$ cat config.mk
export PLATFORM = sky130hd
export DESIGN_NAME = mdio_master
export DESIGN_NICKNAME = d
export VERILOG_FILES = /design/src/rtl/mdio_pkg.sv /design/src/rtl/mdio_clkgen.sv /design/src/rtl/mdio_ctrl.sv /design/src/rtl/mdio_dpath.sv /design/src/rtl/mdio_master.sv
export SDC_FILE = /design/constraint.sdc
export NUM_CORES = 1
export LEC_CHECK = 0
export BUFFER_PORTS_ARGS = -buffer_cell sky130_fd_sc_hd__buf_4
export CAP_MARGIN = 20
export CORE_UTILIZATION = 57
export DETAILED_ROUTE_END_ITERATION = 7
export PLACE_DENSITY_LB_ADDON = 0.3
export REMOVE_ABC_BUFFERS = 1
export SYNTH_ARGS = -nofsm -noshare
export SYNTH_HDL_FRONTEND = slang
export SYNTH_SLANG_ARGS = --single-unit
$ cat constraint.sdc
create_clock -name clk -period 7.7 [get_ports clk]
set_input_delay 1.155 -clock clk [delete_from_list [all_inputs] [get_ports clk]]
set_output_delay 1.155 -clock clk [all_outputs]
set_load 0.02 [all_outputs]
$ cat src/rtl/mdio_pkg.sv
`timescale 1ns/1ps
package mdio_pkg;
  localparam int ADR_W      = 5;
  localparam int DATA_W     = 16;
  localparam int FRAME_BITS = 32;
  localparam int PRE_BITS   = 32;

  localparam logic [1:0] REG_CMD  = 2'd0;
  localparam logic [1:0] REG_WDAT = 2'd1;
  localparam logic [1:0] REG_RDAT = 2'd2;
  localparam logic [1:0] REG_MODE = 2'd3;

  localparam int CMD_PHY_LSB  = 8;
  localparam int CMD_REG_LSB  = 16;
  localparam int WDAT_PEND    = 16;
  localparam int RDAT_VALID   = 16;
  localparam int RDAT_PEND    = 17;
  localparam int MODE_PRE_BIT = 8;
  localparam int MODE_C45_BIT = 9;

  // strobes from the sequencer into the datapath
  typedef struct packed {
    logic load;
    logic shift;
    logic sampTa;
    logic sampDat;
    logic done;
    logic inPre;
    logic oe;
  } mdio_strb_t;
endpackage

$ cat src/rtl/mdio_clkgen.sv
`timescale 1ns/1ps
module mdio_clkgen #(
  parameter int DIV_W = 8
) (
  input  logic             clk,
  input  logic             rstN,
  input  logic             run,
  input  logic [DIV_W-1:0] halfPer,
  output logic             mdc,
  output logic             riseTick,
  output logic             fallTick
);
  logic [DIV_W-1:0] cnt;
  logic [DIV_W-1:0] lim;
  logic             edgeNow;

  assign lim      = (halfPer == '0) ? DIV_W'(1) : halfPer;
  assign edgeNow  = run && (cnt == lim - DIV_W'(1));
  assign riseTick = edgeNow && !mdc;
  assign fallTick = edgeNow && mdc;

  always_ff @(posedge clk) begin
    if (!rstN) begin
      mdc <= 1'b0;
      cnt <= '0;
    end else if (!run) begin
      mdc <= 1'b0;
      cnt <= '0;
    end else if (edgeNow) begin
      mdc <= ~mdc;
      cnt <= '0;
    end else begin
      cnt <= cnt + DIV_W'(1);
    end
  end
endmodule

$ cat src/rtl/mdio_ctrl.sv
`timescale 1ns/1ps
module mdio_ctrl
  import mdio_pkg::*;
(
  input  logic       clk,
  input  logic       rstN,
  input  logic       startReq,
  input  logic       preOn,
  input  logic       isRead,
  input  logic       riseTick,
  input  logic       fallTick,
  output logic       run,
  output mdio_strb_t strb
);
  localparam int TOTAL = PRE_BITS + FRAME_BITS;
  localparam int CNT_W = $clog2(TOTAL);
  localparam logic [CNT_W-1:0] LAST_BIT  = CNT_W'(TOTAL - 1);
  localparam logic [CNT_W-1:0] FIRST_FRM = CNT_W'(PRE_BITS);
  localparam logic [CNT_W-1:0] OE_END    = CNT_W'(PRE_BITS + 14);
  localparam logic [CNT_W-1:0] TA_SECOND = CNT_W'(PRE_BITS + 15);
  localparam logic [CNT_W-1:0] DAT_FIRST = CNT_W'(PRE_BITS + 16);

  typedef enum logic {ST_IDLE, ST_RUN} state_t;
  state_t           state;
  logic [CNT_W-1:0] bitCnt;
  logic             lastBit;

  assign run     = (state == ST_RUN);
  assign lastBit = (bitCnt == LAST_BIT);

  always_ff @(posedge clk) begin
    if (!rstN) begin
      state  <= ST_IDLE;
      bitCnt <= '0;
    end else begin
      case (state)
        ST_IDLE: if (startReq) begin
          state  <= ST_RUN;
          bitCnt <= preOn ? '0 : FIRST_FRM;
        end
        ST_RUN: if (fallTick) begin
          if (lastBit) state <= ST_IDLE;
          else         bitCnt <= bitCnt + 1'b1;
        end
        default: state <= ST_IDLE;
      endcase
    end
  end

  always_comb begin
    strb.load    = (state == ST_IDLE) && startReq;
    strb.shift   = run && fallTick && (bitCnt >= FIRST_FRM) && !lastBit;
    strb.done    = run && fallTick && lastBit;
    strb.sampTa  = run && riseTick && (bitCnt == TA_SECOND);
    strb.sampDat = run && riseTick && (bitCnt >= DAT_FIRST);
    strb.inPre   = run && (bitCnt < FIRST_FRM);
    strb.oe      = run && ((bitCnt < OE_END) || !isRead);
  end
endmodule

$ cat src/rtl/mdio_dpath.sv
`timescale 1ns/1ps
module mdio_dpath
  import mdio_pkg::*;
#(
  parameter int DIV_W = 8
) (
  input  logic             clk,
  input  logic             rstN,
  input  logic             hostWrEn,
  input  logic [1:0]       hostAddr,
  input  logic [31:0]      hostWrData,
  output logic [31:0]      hostRdData,
  input  mdio_strb_t       strb,
  input  logic             mdioIn,
  output logic             startReq,
  output logic             busy,
  output logic             isRead,
  output logic             preOn,
  output logic [DIV_W-1:0] halfPer,
  output logic             mdioOut,
  output logic             mdioOe
);
  logic [1:0]            cmdOp;
  logic [ADR_W-1:0]      cmdPhy, cmdReg;
  logic [DATA_W-1:0]     wrData, rdData, rdSr;
  logic                  rdValid, taOk, pendWr, pendRd;
  logic [DIV_W-1:0]      modeDiv;
  logic                  modePre, modeC45;
  logic [FRAME_BITS-1:0] frameSr, frameNew;
  logic [1:0]            newOp, wireOp, startFld;
  logic [ADR_W-1:0]      newPhy, newReg;
  logic                  newRead, regWrOk;
  logic                  unusedHostBits;

  assign busy     = pendWr | pendRd;
  assign regWrOk  = hostWrEn && !busy;
  assign startReq = regWrOk && (hostAddr == REG_CMD);
  assign preOn    = modePre | modeC45;
  assign halfPer  = modeDiv;

  // frame assembly from the command being written
  assign newOp    = hostWrData[1:0];
  assign newPhy   = hostWrData[CMD_PHY_LSB +: ADR_W];
  assign newReg   = hostWrData[CMD_REG_LSB +: ADR_W];
  assign newRead  = modeC45 ? newOp[1] : newOp[0];
  assign wireOp   = modeC45 ? newOp : (newOp[0] ? 2'b10 : 2'b01);
  assign startFld = modeC45 ? 2'b00 : 2'b01;
  assign frameNew = {startFld, wireOp, newPhy, newReg, 2'b10, wrData};
  assign unusedHostBits = ^{hostWrData[31:21], hostWrData[7:2]};

  always_ff @(posedge clk) begin
    if (!rstN) begin
      cmdOp   <= '0;
      cmdPhy  <= '0;
      cmdReg  <= '0;
      wrData  <= '0;
      rdData  <= '0;
      rdSr    <= '0;
      rdValid <= 1'b0;
      taOk    <= 1'b0;
      pendWr  <= 1'b0;
      pendRd  <= 1'b0;
      modeDiv <= '0;
      modePre <= 1'b0;
      modeC45 <= 1'b0;
      frameSr <= '0;
      isRead  <= 1'b0;
    end else begin
      if (strb.load) begin
        cmdOp   <= newOp;
        cmdPhy  <= newPhy;
        cmdReg  <= newReg;
        frameSr <= frameNew;
        isRead  <= newRead;
        taOk    <= 1'b0;
        if (newRead) begin
          pendRd  <= 1'b1;
          rdValid <= 1'b0;
        end else begin
          pendWr  <= 1'b1;
        end
      end
      if (regWrOk && hostAddr == REG_WDAT) wrData <= hostWrData[DATA_W-1:0];
      if (regWrOk && hostAddr == REG_MODE) begin
        modeDiv <= hostWrData[DIV_W-1:0];
        modePre <= hostWrData[MODE_PRE_BIT];
        modeC45 <= hostWrData[MODE_C45_BIT];
      end
      if (strb.shift)   frameSr <= {frameSr[FRAME_BITS-2:0], 1'b0};
      if (strb.sampTa)  taOk    <= !mdioIn;
      if (strb.sampDat) rdSr    <= {rdSr[DATA_W-2:0], mdioIn};
      if (strb.done) begin
        pendWr <= 1'b0;
        pendRd <= 1'b0;
        if (isRead) begin
          rdData  <= rdSr;
          rdValid <= taOk;
        end
      end
    end
  end

  assign mdioOe  = strb.oe;
  assign mdioOut = (strb.inPre || !strb.oe) ? 1'b1 : frameSr[FRAME_BITS-1];

  always_comb begin
    hostRdData = '0;
    case (hostAddr)
      REG_CMD: begin
        hostRdData[1:0]                      = cmdOp;
        hostRdData[CMD_PHY_LSB +: ADR_W]     = cmdPhy;
        hostRdData[CMD_REG_LSB +: ADR_W]     = cmdReg;
      end
      REG_WDAT: begin
        hostRdData[DATA_W-1:0] = wrData;
        hostRdData[WDAT_PEND]  = pendWr;
      end
      REG_RDAT: begin
        hostRdData[DATA_W-1:0] = rdData;
        hostRdData[RDAT_VALID] = rdValid;
        hostRdData[RDAT_PEND]  = pendRd;
      end
      default: begin
        hostRdData[DIV_W-1:0]    = modeDiv;
        hostRdData[MODE_PRE_BIT] = modePre;
        hostRdData[MODE_C45_BIT] = modeC45;
      end
    endcase
  end
endmodule

$ cat src/rtl/mdio_master.sv
`timescale 1ns/1ps
module mdio_master
  import mdio_pkg::*;
#(
  parameter int DIV_W = 8
) (
  input  logic        clk,
  input  logic        rstN,
  input  logic        hostWrEn,
  input  logic [1:0]  hostAddr,
  input  logic [31:0] hostWrData,
  output logic [31:0] hostRdData,
  output logic        mdc,
  output logic        mdioOut,
  output logic        mdioOe,
  input  logic        mdioIn
);
  mdio_strb_t       strb;
  logic             startReq, busy, isRead, preOn, run, riseTick, fallTick;
  logic [DIV_W-1:0] halfPer;

  mdio_clkgen #(.DIV_W(DIV_W)) clkgen_i (
    .clk(clk), .rstN(rstN), .run(run), .halfPer(halfPer),
    .mdc(mdc), .riseTick(riseTick), .fallTick(fallTick)
  );

  mdio_ctrl ctrl_i (
    .clk(clk), .rstN(rstN), .startReq(startReq), .preOn(preOn),
    .isRead(isRead), .riseTick(riseTick), .fallTick(fallTick),
    .run(run), .strb(strb)
  );

  mdio_dpath #(.DIV_W(DIV_W)) dpath_i (
    .clk(clk), .rstN(rstN), .hostWrEn(hostWrEn), .hostAddr(hostAddr),
    .hostWrData(hostWrData), .hostRdData(hostRdData), .strb(strb),
    .mdioIn(mdioIn), .startReq(startReq), .busy(busy), .isRead(isRead),
    .preOn(preOn), .halfPer(halfPer), .mdioOut(mdioOut), .mdioOe(mdioOe)
  );
endmodule

==> reports/summary.json, run 1 <==
{
  "antenna_violating_nets_post_route": 0,
  "netlist_instances": 720,
  "vias_per_cell": 6.47,
  "clk_pin_slew_worst_paths_ns": 0.06,
  "crit_path_max_fanout": 57,
  "post-route-util_pct": 68.6,
  "worst_path_buf_inv": 1,
  "setup_tns_ns": 0,
  "number_of_antenna_violations_at_the_first_check_in_global_routing": 0,
  "cts_tree": "done",
  "critical_path_required_ns": 8.12,
  "worstSetupPathDepth": 10,
  "crit_path_start": "dpath_i.halfPer[3]",
  "remaining_drc_errors": 0,
  "finalSetupViolations": 0,
  "core-area_sq_mm": 0.00986,
  "firstDrtPassIters": 6,
  "leakage_power_nw": 2.44,
  "unrepaired_setup_endpoints_after_global_routing": "no",
  "timing.rr.end": "dpath_i.frameSr[0]",
  "worst_path_largest_cell_delay_ns": 0.57,
  "postCtsResizedCells": 0,
  "worst_slew_pin_slew_ns": 1.18,
  "final.setup_skew_ns": 0.00767,
  "h-tree-depth": 4,
  "slew_violations": 0,
  "stdcell_count": 876,
  "die_area_sq_mm": 0.0107,
  "yosys_warnings": 0,
  "library_cell_contributing_the_largest_single_delay_on_the_critical_path": "or4_4",
  "path_class": "reg2reg",
  "port-buffer-count": 50,
  "detail_route.iter0.violations": 573,
  "layout.nets": 777,
  "grt_pass1_wl_mm": 26.4,
  "num_antenna_cells": 0,
  "reg2regPathDepth": 10,
  "ioPinCount": 73,
  "synthToLayoutAreaGrowth_pct": 15.5,
  "synth.distinct_cells": 56,
  "die_y_microns": 103,
  "number_of_flops_mapped_to_enable_cells_by_yosys": 0,
  "overflow": 0,
  "outcome": "completed",
  "crit_chain": "or4_4 > o41a_1 > ha_1 > o21ba_2 > a221oi_1 > a41oi_1 > nor4_2 > buf_4 > nand2_1 > and3_1",
  "numCtsBuffers": 17,
  "timing_endpoint_of_the_critical_path": "dpath_i.frameSr[0]",
  "placedCellCount": 845,
  "grt_pass1_vias": 5372,
  "vias": 5671,
  "worst_r2r_startpoint": "dpath_i.halfPer[3]",
  "grt_start_max_net_pins": 110,
  "critPathLaunchType": "flop",
  "floorplan.rows": 36,
  "cp-end-kind": "flop",
  "fin_area_sq_mm": 0.00677,
  "min_period_ns": 4.14,
  "final_layout_size_suffix_gt1_share_pct": 12.9,
  "total_power_mw": 1.63,
  "arrival_ns": 4.56,
  "synth_seq_area_share_pct": 42.0,
  "cts_setup_buffers": 0,
  "syn-cell-area_sq_mm": 0.00586,
  "clock_sink_count": 123,
  "routed_wire_length_per_instance_microns": 18.7,
  "timing.reg2reg.setup_slack_ns": 3.56,
  "synth_ff_type": "dfxtp_1",
  "die_width_microns": 103,
  "critPathTopFamily": "simple AND/OR/NAND/NOR gates",
  "worst_ir_drop_vdd_uv": 149,
  "achievable-frequency_mhz": 241,
  "clock_insertion_delay_worst_skew_ns": 0.53,
  "timing.hold.worst.class": "reg2reg",
  "initial_core_utilization_pct": 59.4,
  "synth_seq_cells": 123,
  "post-route-period-util_pct": 53.8,
  "timing_hold_violations_final": 0,
  "routed_wl_mm": 16.4,
  "num-fill-cells": 784,
  "grt_use_total_pct": 32.0,
  "post_synth.cell_area_avg_sq_um": 8.14,
  "clockRootBuffer": "clkbuf_8",
  "clockBufferDepth": 2,
  "place_hpwl_mm": 9.42,
  "ctsHoldBuffers": 0,
  "drv.max_cap_violation_count": 0,
  "p_per_area_mw_per_mm2": 241,
  "place_congestion": 0.820,
  "async_flop_share_pct": 0,
  "placed_area_sq_mm": 0.00616,
  "slew_headroom_pct": 21.6
}
-- cells in the final DEF, fill, tap and decap left out, types with 4 or more instances in the layout --
cell and count:
a211oi_1 14, a21boi_0 10, a21oi_1 99, a222oi_1 8, a22oi_1 9, a32oi_1 15, and2_1 7, and3_1 20
buf_4 59, bufinv_16 4, clkbuf_16 16, clkbuf_8 4, clkinv_2 4, conb_1 11, dfxtp_1 123, ha_1 8
inv_1 7, mux2i_1 9, nand2_1 95, nand3_1 34, nand4_1 19, nor2_1 22, nor2b_1 6, nor3_1 15
o211ai_1 22, o21ai_0 41, or3_1 4, xnor2_1 7, xor2_1 10
-- state kept, by name, indices dropped and copies added, names as in the netlist, 2 cells and up --
signal / count
dpath_i.cmdPhy: 5
dpath_i.cmdReg: 5
dpath_i.frameSr: 32
dpath_i.halfPer: 8
clkgen_i.cnt: 8
ctrl_i.bitCnt: 6
dpath_i.rdData: 16
dpath_i.cmdOp: 2
dpath_i.rdSr: 16
dpath_i.wrData: 16
-- cells by family after synthesis --
family | Yosys count | share of synthesized area (%)
flip-flops | 123 | 42.0
buffers and inverters | 85 | 6.51
AO/OA/AOI/OAI | 239 | 25.7
adder cells (fa/ha/maj) | 8 | 1.71
other | 1 | 0.0640
XOR/XNOR | 18 | 2.82
multiplexers | 9 | 1.54
AND/OR/NAND/NOR | 237 | 19.6
-- final cells by class --
cell class              instances  area, sq um  area share, %
flip-flops and latches        123         2460           36.4
clock buffers                  23          467           6.90
well taps                     133          166           2.46
inverters                       8         30.0          0.444
clock inverters                 8          140           2.07
repair buffers                 59          443           6.54
multi-input cells             522         3060           45.2
-- through the flow --
| step | setup slack (ns) | hold slack, ns |
|---|---|---|
| after global routing | 3.43 | 0.484 |
| final | 3.56 | 0.458 |
| after floorplan | -0.203 | 0.432 |
| after global placement | 3.78 | 0.438 |
| after CTS | 3.63 | 0.454 |
| after detailed placement | 3.67 | 0.444 |
-- worst register-to-register path, stage by stage, from the launching register on --
cell and delay [ns]:
dfxtp_1 0.38, or4_4 0.57, o41a_1 0.40, ha_1 0.30, o21ba_2 0.22, a221oi_1 0.29
a41oi_1 0.11, nor4_2 0.31, buf_4 0.56, nand2_1 0.53, and3_1 0.36
-- cells in the mapped netlist (all sizes together) (4+ instances only) --
cell | count | area share [%]
dfxtp | 123 | 42
ha | 8 | 1.7
nand3 | 34 | 2.9
clkbuf | 51 | 3.3
a222oi | 8 | 1.4
xor2 | 10 | 1.5
nand2 | 95 | 6.1
and2 | 7 | 0.75
a21oi | 99 | 8.5
a211oi | 14 | 1.8
or3 | 4 | 0.43
o21ai | 42 | 3.6
mux2i | 9 | 1.5
a32oi | 15 | 2.2
and3 | 20 | 2.1
a21boi | 10 | 1.3
xnor2 | 8 | 1.3
a22oi | 9 | 1.2
o211ai | 23 | 3.0
buf | 26 | 2.7
nor2b | 6 | 0.64
inv | 8 | 0.51
nor2 | 22 | 1.4
nand4 | 19 | 2.0
nor3 | 15 | 1.3
-- power breakdown --
group          internal, mW  switching (mW)
logic                0.0429           0.103
registers             0.649          0.0107
clock network         0.547           0.277
total                  1.24           0.390
-- worst min-delay path by stage --
stage / start / end / slack (ns) / cells past startpoint
final: dpath_i.cmdOp[1] / dpath_i.cmdOp[1] / 0.46 / 2
after global routing: dpath_i.rdSr[15] / dpath_i.rdData[15] / 0.48 / 2
after CTS: dpath_i.cmdOp[1] / dpath_i.cmdOp[1] / 0.45 / 2
after detailed placement: dpath_i.cmdReg[2] / dpath_i.cmdReg[2] / 0.44 / 2
after global placement: dpath_i.cmdReg[3] / dpath_i.cmdReg[3] / 0.44 / 2
after floorplan: dpath_i.cmdReg[2] / dpath_i.cmdReg[2] / 0.43 / 2
-- metal layers --
layer	routed length, microns	global-route usage (%)	vias up
li1	-	-	2619
met1	6680	41.3	2722
met2	8050	52.7	300
met3	1390	6.85	30
met4	280	11.7	0
met5	0	0	-
(Power assumes the default switching activity.)
==> run 2, diff against run 1 <==
--- a/config.mk
+++ b/config.mk
@@ -7,7 +7,7 @@
 export LEC_CHECK = 0
 export BUFFER_PORTS_ARGS = -buffer_cell sky130_fd_sc_hd__buf_4
 export CAP_MARGIN = 20
-export CORE_UTILIZATION = 57
+export CORE_UTILIZATION = 52
 export DETAILED_ROUTE_END_ITERATION = 7
 export PLACE_DENSITY_LB_ADDON = 0.3
 export REMOVE_ABC_BUFFERS = 1
==> constraint.sdc (replaced) <==
create_clock -name clk -period 3.6 [get_ports clk]
set_input_delay 0.54 -clock clk [delete_from_list [all_inputs] [get_ports clk]]
set_output_delay 0.54 -clock clk [all_outputs]
set_load 0.02 [all_outputs]
==> run 2 against run 1 <==
Effect of this change:
- maximum frequency up 18%
- first-iteration DRC count decreased by 4.7%
- worst hold slack got worse by 0.21 ns
- critical path type unchanged
- non-clock buffer count increased by 16
- largest power group unchanged
- critical path depth stayed put
- total power increased by 120%
- sequential power up 110%
- largest cell class unchanged
- global-route usage down 2.3 points
- setup slack lost 3.5 ns
- final cell count increased by 2.7%
- clock-buffer cell count fell by 5
==> reports/summary.json, run 2 (same netlist as run 1, synthesis figures left out) <==
{
  "outcome": "completed",
  "hold_end": "dpath_i.wrData[14]",
  "synthToLayoutAreaGrowth_pct": 18.7,
  "timing.hold.worst.class": "in2reg",
  "grt_pass1_wl": {"value": 26.6, "unit": "mm", "change": "+0.84%"},
  "timing.reg2reg.setup_slack": {"value": 0.09, "unit": "ns", "change": "-3.47 ns"},
  "timing_hold_violations_final": {"value": 0, "change": "unchanged"},
  "critPathLaunchType": "flop",
  "ioPinCount": {"value": 73, "change": "unchanged"},
  "placed_area": {"value": 0.00629, "unit": "sq mm", "change": "+2.1%"},
  "placement.setup.worst_slack": {"value": -0.0884, "unit": "ns", "change": "-3.76 ns"},
  "critPathTopFamily": "compound AO/OA/AOI/OAI gates",
  "worst_slew_pin_slew": {"value": 0.914, "unit": "ns", "change": "-0.262 ns"},
  "largest-register": "dpath_i.frameSr",
  "reg2regPathDepth": {"value": 10, "change": "unchanged"},
  "clockRootBuffer": "clkbuf_8",
  "ctsHoldBuffers": {"value": 0, "change": "unchanged"},
  "leakage_power": {"value": 2.53, "unit": "nW", "change": "+3.7%"},
  "routed_wire_length_per_instance": {"value": 18.4, "unit": "microns", "change": "-1.9%"},
  "path_class": "reg2reg",
  "initial_core_utilization": {"value": 53.8, "unit": "%", "change": "-5.6 points"},
  "p_per_area": {"value": 510, "unit": "mW/mm^2", "change": "+110%"},
  "overflow": {"value": 0, "change": "unchanged"},
  "arrival": {"value": 3.90, "unit": "ns", "change": "-0.66 ns"},
  "die_area": {"value": 0.0117, "unit": "sq mm", "change": "+9.4%"},
  "worst_path_largest_cell_delay": {"value": 0.66, "unit": "ns", "change": "+0.09 ns"},
  "crit_chain": "or4_4 > o41a_1 > ha_2 > o21ba_2 > a221oi_2 > a41oi_1 > or4_4 > buf_6 > o211ai_1 > a21oi_1",
  "detailroute.wirelength.met2": {"value": 8.16, "unit": "mm", "change": "+1.4%"},
  "min_period": {"value": 3.51, "unit": "ns", "change": "-0.631 ns"},
  "clockBufferDepth": {"value": 2, "change": "unchanged"},
  "worst_path_buf_inv": {"value": 1, "change": "unchanged"},
  "num-fill-cells": {"value": 922, "change": "+18%"},
  "grt_use_total": {"value": 29.6, "unit": "%", "change": "-2.3 points"},
  "remaining_drc_errors": {"value": 0, "change": "unchanged"},
  "routed_wl": {"value": 16.5, "unit": "mm", "change": "+0.75%"},
  "post-route-period-util": {"value": 97.6, "unit": "%", "change": "+44 points"},
  "fin_area": {"value": 0.00695, "unit": "sq mm", "change": "+2.7%"},
  "core-area": {"value": 0.0109, "unit": "sq mm", "change": "+10%"},
  "grt_start_max_net_pins": {"value": 51, "change": "-54%"},
  "vias_per_cell": {"value": 6.24, "change": "-3.5%"},
  "slew_violations": {"value": 0, "change": "unchanged"},
  "worst_ir_drop_vdd": {"value": 408, "unit": "uV", "change": "+170%"},
  "number_of_antenna_violations_at_the_first_check_in_global_routing": {"value": 0, "change": "unchanged"},
  "unrepaired_setup_endpoints_after_global_routing": "no",
  "clock_sink_count": {"value": 123, "change": "unchanged"},
  "critical_path_required": {"value": 3.99, "unit": "ns", "change": "-4.13 ns"},
  "numCtsBuffers": {"value": 17, "change": "unchanged"},
  "final_layout_size_suffix_gt1_share": {"value": 15.7, "unit": "%", "change": "+2.7 points"},
  "vias": {"value": 5620, "change": "-0.90%"},
  "layout_commonest_cell": "dfxtp_1",
  "slew_headroom": {"value": 39.1, "unit": "%", "change": "+17 points"},
  "layout.nets": {"value": 793, "change": "+2.1%"},
  "clock_insertion_delay_worst_skew": {"value": 0.54, "unit": "ns", "change": "about the same"},
  "cp-end-kind": "flop",
  "antenna_violating_nets_post_route": {"value": 0, "change": "unchanged"},
  "met3_length": {"value": 1.12, "unit": "mm", "change": "-20%"},
  "largest_reg_flops": {"value": 32, "change": "unchanged"},
  "drv.max_cap_violation_count": {"value": 0, "change": "unchanged"},
  "route.layer.met1.wl": {"value": 6.93, "unit": "mm", "change": "+3.8%"},
  "cts_tree": "done",
  "grt_pass1_vias": {"value": 5296, "change": "-1.4%"},
  "commonest_cells_after_routing_fill_and_taps_aside": "dfxtp_1, a21oi_1, nand2_1",
  "port-buffer-count": {"value": 50, "change": "unchanged"},
  "total_power": {"value": 3.54, "unit": "mW", "change": "+120%"},
  "die_y": {"value": 108, "unit": "microns", "change": "+4.6%"},
  "final.setup_skew": {"value": 0.00512, "unit": "ns", "change": "-0.00255 ns"},
  "top_signal_layer_used": "met4",
  "timing.rr.end": "dpath_i.frameSr[13]",
  "die_width": {"value": 108, "unit": "microns", "change": "+4.6%"},
  "cell_repeated_most_along_the_worst_path": "or4_4",
  "place_hpwl": {"value": 10.3, "unit": "mm", "change": "+8.8%"},
  "finalSetupViolations": {"value": 0, "change": "unchanged"},
  "floorplan.rows": {"value": 38, "change": "+5.6%"},
  "setup_tns": {"value": 0, "unit": "ns", "change": "unchanged"},
  "library_cell_contributing_the_largest_single_delay_on_the_critical_path": "or4_4",
  "place_congestion": {"value": 0.828, "change": "+0.96%"},
  "detail_route.iter0.violations": {"value": 546, "change": "-4.7%"},
  "firstDrtPassIters": {"value": 6, "change": "unchanged"},
  "holdCritStartpoint": "hostWrData[14]",
  "crit_path_max_fanout": {"value": 46, "change": "-19%"},
  "h-tree-depth": {"value": 4, "change": "unchanged"},
  "worst_r2r_startpoint": "dpath_i.halfPer[6]",
  "holdWs": {"value": 0.244, "unit": "ns", "change": "-0.214 ns"},
  "setup_slack": {"value": 0.0870, "unit": "ns", "change": "-3.47 ns"},
  "num_antenna_cells": {"value": 0, "change": "unchanged"},
  "whs_path_depth": {"value": 3, "change": "+1"},
  "achievable-frequency": {"value": 285, "unit": "MHz", "change": "+18%"},
  "clk_pin_slew_worst_paths": {"value": 0.06, "unit": "ns", "change": "about the same"}
}
[run 2: changes by cell type in the layout (fill, tap and decap cells not counted), sizes merged]
cell	before	now
buf	59	75
clkbuf	23	18
clkinv	4	6
clkinvlp	0	2
inv	8	10
[run 2: worst min-delay path: cells and delay by family]
family | cells | cell delay, ns
compound gates | 1 | 0.05
simple gates | 1 | 0.04
buf+inv | 1 | 0.11
[run 2: worst max-delay path by stage]
stage                       startpoint             endpoint  slack [ns]  depth (start not counted)
finish              dpath_i.halfPer[6]  dpath_i.frameSr[13]        0.09                         10
floorplan           dpath_i.halfPer[3]   dpath_i.frameSr[0]       -4.30                          9
global placement    dpath_i.halfPer[6]       dpath_i.pendWr        0.11                         10
CTS                 dpath_i.halfPer[6]  dpath_i.frameSr[30]        0.06                         10
global route        dpath_i.halfPer[6]   dpath_i.frameSr[7]        0.01                         10
detailed placement  dpath_i.halfPer[6]  dpath_i.frameSr[13]       -0.09                         10
[run 2: layer usage]
layer,GRT usage [%],up-vias
li1,-,2659
met1,37.5,2706
met2,48.5,224
met3,6.45,31
met4,12.9,0
met5,0,-
[run 2: area by class of cell]
cell class / count / area, sq um / share of cell area (%)
Inverter: 8 / 30.0 / 0.432
Timing Repair Buffer: 75 / 592 / 8.51
Clock buffer: 18 / 428 / 6.15
Tap cell: 140 / 175 / 2.52
Multi-Input combinational cell: 522 / 3070 / 44.2
Sequential cell: 123 / 2460 / 35.4
Clock inverter: 14 / 194 / 2.79
[run 2: per-stage QoR]
| stage | util (%) | instances |
|---|---|---|
| after floorplan | - | 653 |
| after global placement | 57.7 | 865 |
| after detailed placement | 57.7 | 866 |
| after CTS | 63.6 | 899 |
| after global routing | 63.9 | 900 |
| final | 63.9 | 900 |
[run 2: repair_timing]
item / 4_1_cts / 5_1_grt
pin swaps: 1 / 1
resized for setup: 2 / 5
hold endpoints to repair: 0 / 0
setup endpoints to repair: 52 / 4
setup buffers: 1 / 0
[run 2: power by group]
group | switching, mW | leakage (nW) | total, mW | internal (mW)
clock network | 0.655 | 0.302 | 1.80 | 1.15
registers | 0.0197 | 0.994 | 1.41 | 1.39
logic | 0.230 | 1.24 | 0.337 | 0.107
total | 0.904 | 2.53 | 3.54 | 2.64
==> run 3, diff against run 2 <==
--- a/config.mk
+++ b/config.mk
@@ -7,7 +7,7 @@
 export LEC_CHECK = 0
 export BUFFER_PORTS_ARGS = -buffer_cell sky130_fd_sc_hd__buf_4
 export CAP_MARGIN = 20
-export CORE_UTILIZATION = 52
+export CORE_UTILIZATION = 57
 export DETAILED_ROUTE_END_ITERATION = 7
 export PLACE_DENSITY_LB_ADDON = 0.3
 export REMOVE_ABC_BUFFERS = 1
==> constraint.sdc (replaced) <==
create_clock -name clk -period 4.38 [get_ports clk]
set_input_delay 0.657 -clock clk [delete_from_list [all_inputs] [get_ports clk]]
set_output_delay 0.657 -clock clk [all_outputs]
set_load 0.02 [all_outputs]
==> run 3 against run 2 <==
Effect of this change:
- die area decreased by 8.6%
- critical endpoint is now dpath_i.rdSr[1]
- critical path type unchanged
- via count increased by 2.3%
- sequential power decreased by 18%
- highest routed layer unchanged
- final area decreased by 2.6%
- clock skew increased by 0.0022 ns
- flip-flop and latch count unchanged
- critical path depth unchanged
- register-to-register slack improved by 0.30 ns
- combinational power decreased by 22%
- setup slack improved by 0.30 ns
- core utilization increased by 4.8 points
==> reports/summary.json, run 3 (same netlist as run 1, synthesis figures left out) <==
{
  "num_antenna_cells": {"value": 0, "change": "unchanged"},
  "grt_pass1_wl": {"value": 26.7, "unit": "mm", "change": "+0.52%"},
  "clock_sink_count": {"value": 123, "change": "unchanged"},
  "arrival": {"value": 4.36, "unit": "ns", "change": "+0.46 ns"},
  "die_area": {"value": 0.0107, "unit": "sq mm", "change": "-8.6%"},
  "num-fill-cells": {"value": 763, "change": "-17%"},
  "achievable-frequency": {"value": 250, "unit": "MHz", "change": "-12%"},
  "unrepaired_setup_endpoints_after_global_routing": "no",
  "final_layout_size_suffix_gt1_share": {"value": 13.9, "unit": "%", "change": "-1.8 points"},
  "post-route-period-util": {"value": 91.2, "unit": "%", "change": "-6.4 points"},
  "library_cell_contributing_the_largest_single_delay_on_the_critical_path": "or4_4",
  "setup_tns": {"value": 0, "unit": "ns", "change": "unchanged"},
  "layout.nets": {"value": 783, "change": "-1.3%"},
  "critPathLaunchType": "flop",
  "largest_reg_flops": {"value": 32, "change": "unchanged"},
  "cts_setup_buffers": {"value": 0, "change": "-1"},
  "placedCellCount": {"value": 851, "change": "-1.7%"},
  "worst_slew_pin_slew": {"value": 0.952, "unit": "ns", "change": "+0.0383 ns"},
  "outcome": "completed",
  "core-area": {"value": 0.00986, "unit": "sq mm", "change": "-9.4%"},
  "path_class": "reg2reg",
  "seq_power_share": {"value": 42.4, "unit": "%", "change": "+2.7 points"},
  "antenna_violating_nets_post_route": {"value": 0, "change": "unchanged"},
  "holdWs": {"value": 0.377, "unit": "ns", "change": "+0.133 ns"},
  "clockRootBuffer": "clkbuf_8",
  "drv.max_cap_violation_count": {"value": 0, "change": "unchanged"},
  "power.switching": {"value": 716, "unit": "uW", "change": "-21%"},
  "grt_use_total": {"value": 32.8, "unit": "%", "change": "+3.2 points"},
  "overflow": {"value": 0, "change": "unchanged"},
  "clk_pin_slew_worst_paths": {"value": 0.06, "unit": "ns", "change": "about the same"},
  "timing_hold_violations_final": {"value": 0, "change": "unchanged"},
  "firstDrtPassIters": {"value": 7, "change": "+1"},
  "cp-end-kind": "flop",
  "vias": {"value": 5747, "change": "+2.3%"},
  "largest-register": "dpath_i.frameSr",
  "switching_share": {"value": 26.2, "unit": "%", "change": "+0.69 points"},
  "numCtsBuffers": {"value": 17, "change": "unchanged"},
  "ctsHoldBuffers": {"value": 0, "change": "unchanged"},
  "routed_wire_length_per_instance": {"value": 18.7, "unit": "microns", "change": "+2.0%"},
  "total_power": {"value": 2.73, "unit": "mW", "change": "-23%"},
  "ioPinCount": {"value": 73, "change": "unchanged"},
  "layout_commonest_cell": "dfxtp_1",
  "number_of_antenna_violations_at_the_first_check_in_global_routing": {"value": 0, "change": "unchanged"},
  "h-tree-depth": {"value": 4, "change": "unchanged"},
  "cell_repeated_most_along_the_worst_path": "or4_4",
  "leakage_power": {"value": 2.44, "unit": "nW", "change": "-3.6%"},
  "crit_path_max_fanout": {"value": 43, "change": "-6.5%"},
  "internal_power": {"value": 2.02, "unit": "mW", "change": "-24%"},
  "p_comb_share": {"value": 9.6, "unit": "%", "change": "about the same"},
  "worst_ir_drop_vdd": {"value": 239, "unit": "uV", "change": "-41%"},
  "fin_area": {"value": 0.00677, "unit": "sq mm", "change": "-2.6%"},
  "postCtsResizedCells": {"value": 0, "change": "-2"},
  "min_period": {"value": 3.99, "unit": "ns", "change": "+0.480 ns"},
  "port-buffer-count": {"value": 50, "change": "unchanged"},
  "clockBufferDepth": {"value": 2, "change": "unchanged"},
  "place_hpwl": {"value": 9.96, "unit": "mm", "change": "-2.9%"},
  "critical_path_required": {"value": 4.75, "unit": "ns", "change": "+0.76 ns"},
  "slew_headroom": {"value": 36.4, "unit": "%", "change": "-2.6 points"},
  "clock_insertion_delay_worst_skew": {"value": 0.53, "unit": "ns", "change": "about the same"},
  "synthToLayoutAreaGrowth_pct": 15.6,
  "initial_core_utilization": {"value": 59.4, "unit": "%", "change": "+5.6 points"},
  "placed_area": {"value": 0.00622, "unit": "sq mm", "change": "-1.1%"},
  "crit_chain": "or4_4 > o41a_1 > ha_1 > o21ba_2 > a221oi_1 > a41oi_1 > or4_4 > buf_4 > o21ai_0 > a21oi_1",
  "slew_violations": {"value": 0, "change": "unchanged"},
  "stdcell_count": {"value": 883, "change": "-1.9%"},
  "p_clk_share": {"value": 48.0, "unit": "%", "change": "-2.8 points"},
  "floorplan.rows": {"value": 36, "change": "-5.3%"},
  "die_width": {"value": 103, "unit": "microns", "change": "-4.4%"},
  "vias_per_cell": {"value": 6.51, "change": "+4.2%"},
  "die_y": {"value": 103, "unit": "microns", "change": "-4.4%"},
  "final.setup_skew": {"value": 0.00727, "unit": "ns", "change": "+0.00215 ns"},
  "commonest_cells_after_routing_fill_and_taps_aside": "dfxtp_1, a21oi_1, nand2_1",
  "detail_route.iter0.violations": {"value": 491, "change": "-10%"},
  "remaining_drc_errors": {"value": 0, "change": "unchanged"},
  "routed_wl": {"value": 16.5, "unit": "mm", "change": "+0.10%"},
  "place_congestion": {"value": 0.852, "change": "+2.9%"},
  "cts_tree": "done",
  "finalSetupViolations": {"value": 0, "change": "unchanged"},
  "grt_pass1_vias": {"value": 5537, "change": "+4.6%"},
  "p_per_area": {"value": 403, "unit": "mW/mm^2", "change": "-21%"},
  "worst_path_largest_cell_delay": {"value": 0.78, "unit": "ns", "change": "+0.12 ns"},
  "grt_start_max_net_pins": {"value": 57, "change": "+12%"},
  "timing.hold.worst.class": "in2reg"
}
==> run 3: final cells by class <==
type	instances	area, sq um	area share (%)
Tap cell	133	166	2.46
Clock inverter	10	91.3	1.35
Timing Repair Buffer	65	500	7.39
Sequential cell	123	2460	36.4
Multi-Input combinational cell	522	3060	45.2
Clock buffer	22	463	6.84
Inverter	8	30.0	0.443
==> run 3: critical path: cells and delay by family, from the launching register on <==
family          cells  cell delay [ns]
flops               1             0.36
buf+inv             1             0.35
compound gates      6             1.45
simple gates        2             1.37
fa+ha+maj           1             0.29
==> run 3: power by group through the flow <==
| stage | Clock (mW) | Sequential, mW | Combinational [mW] |
|---|---|---|---|
| after floorplan | 0 | 1.18 | 0.155 |
| after global placement | 0 | 1.18 | 0.246 |
| after detailed placement | 0 | 1.18 | 0.254 |
| after CTS | 1.31 | 1.16 | 0.255 |
| after global routing | 1.37 | 1.16 | 0.279 |
| final | 1.31 | 1.16 | 0.262 |
==> run 3: final timing paths <==
check                           cells past startpoint               start            endpoint  slack, ns
worst max-delay path                               10  dpath_i.halfPer[6]     dpath_i.rdSr[1]       0.39
worst min-delay path                                3      hostWrData[13]  dpath_i.wrData[13]       0.38
worst max register to register                     10  dpath_i.halfPer[6]     dpath_i.rdSr[1]       0.39
worst min register to register                      2    dpath_i.cmdOp[0]    dpath_i.cmdOp[0]       0.46
==> run 3: metrics by stage <==
stage | util, % | setup WS [ns]
3_5_place_dp | 63.0 | 0.472
4_1_cts | 68.7 | 0.461
3_3_place_gp | 63.0 | 0.645
5_1_grt | 68.7 | 0.247
6_report | 68.7 | 0.387
2_1_floorplan | - | -3.52
==> run 3: routing by layer <==
metal	routed length, microns	vias up	GRT usage (%)	share of wire, %
met4	612	0	20.0	3.7
met3	1260	60	7.59	7.6
li1	-	2660	-	-
met2	7930	273	52.4	48
met5	0	-	0	0
met1	6750	2754	40.3	41
